===== config.mk =====
export PLATFORM = sky130hd
export DESIGN_NAME = burst_sram
export DESIGN_NICKNAME = d
export VERILOG_FILES = /design/src/rtl/burst_sram_pkg.sv /design/src/rtl/burst_sram_order.sv /design/src/rtl/burst_sram_ctrl.sv /design/src/rtl/burst_sram_datapath.sv /design/src/rtl/burst_sram.sv
export SDC_FILE = /design/constraint.sdc
export NUM_CORES = 1
export LEC_CHECK = 0
export BUFFER_PORTS_ARGS = -buffer_cell sky130_fd_sc_hd__buf_4
export CAP_MARGIN = 15
export CELL_PAD_IN_SITES_DETAIL_PLACEMENT = 1
export CELL_PAD_IN_SITES_GLOBAL_PLACEMENT = 1
export CORE_ASPECT_RATIO = 1.1
export CORE_UTILIZATION = 45
export CTS_BUF_LIST = sky130_fd_sc_hd__clkbuf_2 sky130_fd_sc_hd__clkbuf_4 sky130_fd_sc_hd__clkbuf_8
export DETAILED_ROUTE_END_ITERATION = 12
export PLACE_DENSITY = 0.7
export SYNTH_ARGS = -nofsm -noshare
export SYNTH_HDL_FRONTEND = slang
export SYNTH_SLANG_ARGS = --single-unit

===== constraint.sdc =====
create_clock -name clk -period 8.1 [get_ports clk]
set_input_delay 1.215 -clock clk [delete_from_list [all_inputs] [get_ports clk]]
set_output_delay 1.215 -clock clk [all_outputs]
set_load 0.05 [all_outputs]

===== src/rtl/burst_sram_pkg.sv =====
package burst_sram_pkg;

  // Strobes from the control unit to the datapath, one cycle's operation.
  typedef struct packed {
    logic readNow;
    logic writeNow;
  } accStrobe_t;

  localparam int unsigned CNT_W = 2;

endpackage


===== src/rtl/burst_sram_order.sv =====
module burst_sram_order
  import burst_sram_pkg::*;
(
  input  logic [CNT_W-1:0] startLow,
  input  logic [CNT_W-1:0] count,
  input  logic             interleave,
  output logic [CNT_W-1:0] low
);

  logic [CNT_W-1:0] linLow;
  logic [CNT_W-1:0] xorLow;

  // Linear order wraps inside the four-word block; interleaved flips bits.
  assign linLow = startLow + count;
  assign xorLow = startLow ^ count;
  assign low    = interleave ? xorLow : linLow;

endmodule


===== src/rtl/burst_sram_ctrl.sv =====
module burst_sram_ctrl
  import burst_sram_pkg::*;
#(
  parameter int unsigned ADDR_W = 6,
  parameter int unsigned LANES  = 2
) (
  input  logic              clk,
  input  logic              rstN,
  input  logic              selA,
  input  logic              selB,
  input  logic              selN,
  input  logic              procStrobe,
  input  logic              ctrlStrobe,
  input  logic              advance,
  input  logic              interleave,
  input  logic              globalWr,
  input  logic              byteWrEn,
  input  logic [LANES-1:0]  laneWr,
  input  logic [ADDR_W-1:0] addr,
  output accStrobe_t        strobe,
  output logic [ADDR_W-1:0] accAddr,
  output logic [LANES-1:0]  wrMask
);

  localparam int unsigned HI_W = ADDR_W - CNT_W;

  // Input register stage
  logic [ADDR_W-1:0] rAddr;
  logic              rSelA, rSelB, rSelN;
  logic              rProc, rCtrl, rAdv, rMode;
  logic              rGw, rBwe;
  logic [LANES-1:0]  rLane;

  // Burst state
  logic [ADDR_W-1:0] baseAddr;
  logic [CNT_W-1:0]  burstCnt;
  logic              burstActive;

  // Decoded operation of the registered cycle
  logic              selected;
  logic              loadProc, loadCtrl, loadNow, deselNow, contNow;
  logic              accessNow, writeNow;
  logic [CNT_W-1:0]  nextCnt;
  logic [ADDR_W-1:0] baseNow;
  logic [CNT_W-1:0]  lowBits;
  logic [HI_W-1:0]   highBits;

  always_ff @(posedge clk or negedge rstN) begin
    if (!rstN) begin
      rAddr <= '0;
      rSelA <= 1'b0;
      rSelB <= 1'b0;
      rSelN <= 1'b1;
      rProc <= 1'b0;
      rCtrl <= 1'b0;
      rAdv  <= 1'b0;
      rMode <= 1'b0;
      rGw   <= 1'b0;
      rBwe  <= 1'b0;
      rLane <= '0;
    end else begin
      rAddr <= addr;
      rSelA <= selA;
      rSelB <= selB;
      rSelN <= selN;
      rProc <= procStrobe;
      rCtrl <= ctrlStrobe;
      rAdv  <= advance;
      rMode <= interleave;
      rGw   <= globalWr;
      rBwe  <= byteWrEn;
      rLane <= laneWr;
    end
  end

  always_comb begin
    selected = rSelA & rSelB & ~rSelN;
    loadCtrl = rCtrl & selected;
    loadProc = rProc & selected & ~rCtrl;
    loadNow  = loadCtrl | loadProc;
    deselNow = rCtrl & ~selected;
    contNow  = ~rCtrl & ~loadProc & burstActive;

    if (rGw)       wrMask = '1;
    else if (rBwe) wrMask = rLane;
    else           wrMask = '0;

    accessNow = loadNow | contNow;
    writeNow  = accessNow & ~loadProc & (|wrMask);

    if (loadNow)              nextCnt = '0;
    else if (contNow && rAdv) nextCnt = burstCnt + 1'b1;
    else                      nextCnt = burstCnt;

    baseNow  = loadNow ? rAddr : baseAddr;
    highBits = baseNow[ADDR_W-1:CNT_W];
  end

  burst_sram_order i_order (
    .startLow   (baseNow[CNT_W-1:0]),
    .count      (nextCnt),
    .interleave (rMode),
    .low        (lowBits)
  );

  assign accAddr         = {highBits, lowBits};
  assign strobe.writeNow = writeNow;
  assign strobe.readNow  = accessNow & ~writeNow;

  always_ff @(posedge clk or negedge rstN) begin
    if (!rstN) begin
      baseAddr    <= '0;
      burstCnt    <= '0;
      burstActive <= 1'b0;
    end else begin
      if (loadNow) baseAddr <= rAddr;
      burstCnt <= nextCnt;
      if (loadNow)       burstActive <= 1'b1;
      else if (deselNow) burstActive <= 1'b0;
    end
  end

endmodule


===== src/rtl/burst_sram_datapath.sv =====
module burst_sram_datapath
  import burst_sram_pkg::*;
#(
  parameter int unsigned ADDR_W = 6,
  parameter int unsigned LANE_W = 9,
  parameter int unsigned LANES  = 2
) (
  input  logic                      clk,
  input  logic                      rstN,
  input  accStrobe_t                strobe,
  input  logic [ADDR_W-1:0]         accAddr,
  input  logic [LANES-1:0]          wrMask,
  input  logic [LANES*LANE_W-1:0]   wrData,
  input  logic                      outEn,
  output logic [LANES*LANE_W-1:0]   rdData,
  output logic                      rdValid
);

  localparam int unsigned DATA_W = LANES * LANE_W;
  localparam int unsigned DEPTH  = 1 << ADDR_W;

  logic [DATA_W-1:0] mem [DEPTH];
  logic [DATA_W-1:0] rWrData;
  logic [DATA_W-1:0] outReg;
  logic              validReg;

  // Write data lines up with its control in the input stage.
  always_ff @(posedge clk or negedge rstN) begin
    if (!rstN) rWrData <= '0;
    else       rWrData <= wrData;
  end

  always_ff @(posedge clk) begin
    if (strobe.writeNow) begin
      for (int lane = 0; lane < LANES; lane++) begin
        if (wrMask[lane])
          mem[accAddr][lane*LANE_W +: LANE_W] <= rWrData[lane*LANE_W +: LANE_W];
      end
    end
  end

  always_ff @(posedge clk or negedge rstN) begin
    if (!rstN) begin
      outReg   <= '0;
      validReg <= 1'b0;
    end else begin
      if (strobe.readNow) outReg <= mem[accAddr];
      validReg <= strobe.readNow;
    end
  end

  assign rdValid = validReg & outEn;
  assign rdData  = rdValid ? outReg : '0;

endmodule


===== src/rtl/burst_sram.sv =====
module burst_sram
  import burst_sram_pkg::*;
#(
  parameter int unsigned ADDR_W = 6,
  parameter int unsigned LANE_W = 9,
  parameter int unsigned LANES  = 2
) (
  input  logic                    clk,
  input  logic                    rstN,
  input  logic                    selA,
  input  logic                    selB,
  input  logic                    selN,
  input  logic                    procStrobe,
  input  logic                    ctrlStrobe,
  input  logic                    advance,
  input  logic                    interleave,
  input  logic                    globalWr,
  input  logic                    byteWrEn,
  input  logic [LANES-1:0]        laneWr,
  input  logic [ADDR_W-1:0]       addr,
  input  logic [LANES*LANE_W-1:0] wrData,
  input  logic                    outEn,
  output logic [LANES*LANE_W-1:0] rdData,
  output logic                    rdValid
);

  accStrobe_t        strobe;
  logic [ADDR_W-1:0] accAddr;
  logic [LANES-1:0]  wrMask;

  burst_sram_ctrl #(.ADDR_W(ADDR_W), .LANES(LANES)) i_ctrl (
    .clk        (clk),
    .rstN       (rstN),
    .selA       (selA),
    .selB       (selB),
    .selN       (selN),
    .procStrobe (procStrobe),
    .ctrlStrobe (ctrlStrobe),
    .advance    (advance),
    .interleave (interleave),
    .globalWr   (globalWr),
    .byteWrEn   (byteWrEn),
    .laneWr     (laneWr),
    .addr       (addr),
    .strobe     (strobe),
    .accAddr    (accAddr),
    .wrMask     (wrMask)
  );

  burst_sram_datapath #(.ADDR_W(ADDR_W), .LANE_W(LANE_W), .LANES(LANES)) i_dp (
    .clk     (clk),
    .rstN    (rstN),
    .strobe  (strobe),
    .accAddr (accAddr),
    .wrMask  (wrMask),
    .wrData  (wrData),
    .outEn   (outEn),
    .rdData  (rdData),
    .rdValid (rdValid)
  );

endmodule


==> out/metrics.cfg <==
[clocking]
cts_setup_buffers = 0
clock_path_buffers = 3
path_clk_slew_ps = 60
postCtsResizedCells = 0
cts_made_buffers = 187
clk_latency_ps = 910
tritoncts = yes
cts_sinks = 1215
root_buffer = clkbuf_8
hold_buffers = 0
h-tree-depth = 4

[detailed_routing]
routed_via_density = 6.514
dr_total_vias = 31360
drt_iter0_drc = 4221
wl_per_cell_um = 33.78
firstDrtPassIters = 6
drc = 0
routed_wl_um = 162600
ant_nets = 0

[synthesis]
synth_top_cell_by_area = edfxtp_1
syn_area_um2 = 48080
synth.distinct_cells = 75
synth_edf_count = 1152
yosysSeqAreaShare_pct = 75.23
synth_commonest_cells = 1152 x edfxtp_1, 319 x nand2_1, 198 x nor2_1
yosysWarnings = 0
syn_avg_cell_area_um2 = 15.23
synthMostInstantiatedCell = edfxtp_1
synth_nets = 3196
syn_inst = 3157
ys_ff_latch = 1215
synth_top_cell_area_share_pct = 71.94
async_flop_share_pct = 5.185
synth_top_cells_by_area = edfxtp_1 72%, dfrtp_1 3.2%, mux2i_1 2.7%
yosys_most_used_dff = edfxtp_1

[hold_path]
hp-class = in2reg

[global_route]
grt_pass1_wl_um = 231900
overflow = 0
grt_max_degree = 144
grt_pass1_vias = 31540
antenna_found_initial = 4
grt_util_all_layers_pct = 29.89

[placement]
preCtsSetupSlack_ps = 1596
dpl.cell_count = 4467
routabilityCongestion = 0.9012
place_area_um2 = 50160
dpl.hpwl_um = 95860
portBuffers = 56

[die]
dieArea_um2 = 108200
pin_count = 57
die_h_um = 344.8
start_util_pct = 45.48
row_count = 125
die_w_um = 313.7
core_area_um2 = 105700

[worst_setup_path]
startpoint_type = flip-flop
cp_max_fo = 62
crit_path_end_kind = flip-flop
criticalPathCategory = reg2reg
arrival_ps = 7130
crit_required_ps = 8590

[power]
ir_worst_vdd_mv = 0.1925
power.leakage_uw = 0.01737
cellPowerDensity_nw_per_um2 = 300.2

[sta]
finalHoldViolations = 0
skew_ps = 49.35
period_minus_slack_ps = 6645
fmax_mhz = 150.5
setup_tns_ps = 0
fin_ws_ps = 1455
worstMarginPinSlew_ps = 1255
rsz0062_at_grt = no
slew_violations = 0
setup_viol = 0
min_period_over_period_pct = 82.03
slew_headroom_pct = 16.02

[run_status]
status = finished, final reports clean

[flow_run]
cap_violations = 0

[cells_and_area]
drive_gt1_share_pct = 15.99
nFillCells = 10220
final_util_pct = 50.96
syn_to_final_growth_pct = 12.06
final_cells = 4814
multi_input_area_um2 = 11090
nets = 3298
seqCellArea_um2 = 36200
final_area_um2 = 53880

==> critical path: stages, from the launching register on <==
cell     delay (ps)
dfstp_2         540
and3b_1         340
a21oi_1         310
nand2_1         120
xor2_1          160
nor2_1          220
ha_4            170
nor2b_1         890
nand2_1         230
o22ai_1         440
a221o_4         270
buf_4           680
nand2_2         870
nor2_1          940
==> final timing paths <==
path	startpoint	endpoint	slack, ps	cells past startpoint
max	i_ctrl.rSelN	i_dp.mem[14][15]	1460	13
min	wrData[11]	i_dp.rWrData[11]	430	1
max reg2reg	i_ctrl.rSelN	i_dp.mem[14][15]	1460	13
min reg2reg	i_dp.outReg[3]	i_dp.outReg[3]	500	1
max in group asynchronous	rstN	i_dp.rWrData[16]	6730	1
min in group asynchronous	rstN	i_dp.rWrData[4]	520	1
==> kinds of logic (layout without fill, tap and decap cells) <==
kind of cell,Yosys count,count (layout),share of synthesized area [%]
flip-flops,1215,1215,75.23
AND/OR/NAND/NOR,809,809,7.398
AO/OA/AOI/OAI,691,691,9.953
buffers and inverters,228,485,1.959
multiplexers,207,207,5.329
XOR/XNOR,6,6,0.1093
adder cells (fa/ha/maj),1,1,0.02602
other,0,3,0
==> layout by cell type, fill, tap and decap left out, types with 18 or more instances in the layout <==
master / synthesis / final
a22o_1: 18 / 18
mux2i_1: 130 / 130
buf_4: 3 / 120
a211oi_1: 23 / 23
o22ai_1: 44 / 44
clkbuf_8: 0 / 192
clkbuf_4: 0 / 66
and3_1: 46 / 46
nand3_1: 152 / 152
nor2_1: 198 / 196
o21ai_0: 93 / 93
a221oi_1: 39 / 39
dfrtp_1: 62 / 44
a222oi_1: 31 / 31
nor3_1: 34 / 29
edfxtp_1: 1152 / 1152
a21oi_1: 163 / 162
nand2_1: 319 / 315
nor4_1: 23 / 23
clkinv_1: 3 / 50
a22oi_1: 66 / 66
mux2_2: 41 / 41
clkinv_2: 0 / 19
o211ai_1: 32 / 32
a31oi_1: 52 / 50
mux4_2: 35 / 35
==> stage by stage <==
stage | hold slack (ps) | power (µW)
CTS | 360.7 | 16100
global placement | 471.5 | 10930
detailed placement | 484.0 | 11000
global route | 397.1 | 16530
floorplan | 437.7 | 9354
finish | 428.3 | 16180
==> cell type report <==
type / count / area share (%)
repair buffers: 128 / 1.953
diodes: 3 / 0.01393
clock buffers: 258 / 5.824
well taps: 1397 / 3.244
multi-input cells: 1714 / 20.59
clock inverters: 86 / 1.077
flip-flops and latches: 1215 / 67.19
inverters: 13 / 0.1091
==> layer usage <==
metal / share of wire [%] / track usage [%] / vias to the layer above
met1: 39 / 40.48 / 16180
met2: 46 / 46.58 / 2023
met3: 11 / 6.536 / 417
met5: 0.016 / 0 / -
li1: - / - / 12740
met4: 4.7 / 13.23 / 4
==> state kept, by name (all words and copies together), names as in the netlist, 2 cells and up <==
name	count
i_ctrl.baseAddr	6
i_dp.rWrData	18
i_ctrl.rLane	2
i_dp.mem	1152
i_ctrl.burstCnt	2
i_ctrl.rAddr	6
i_dp.outReg	18
==> where the power goes <==
part | internal (µW) | switching (µW)
combinational | 1080 | 2860
sequential | 6960 | 80.7
clock | 2690 | 2500
No activity file was read; power rests on OpenSTA's default activity.
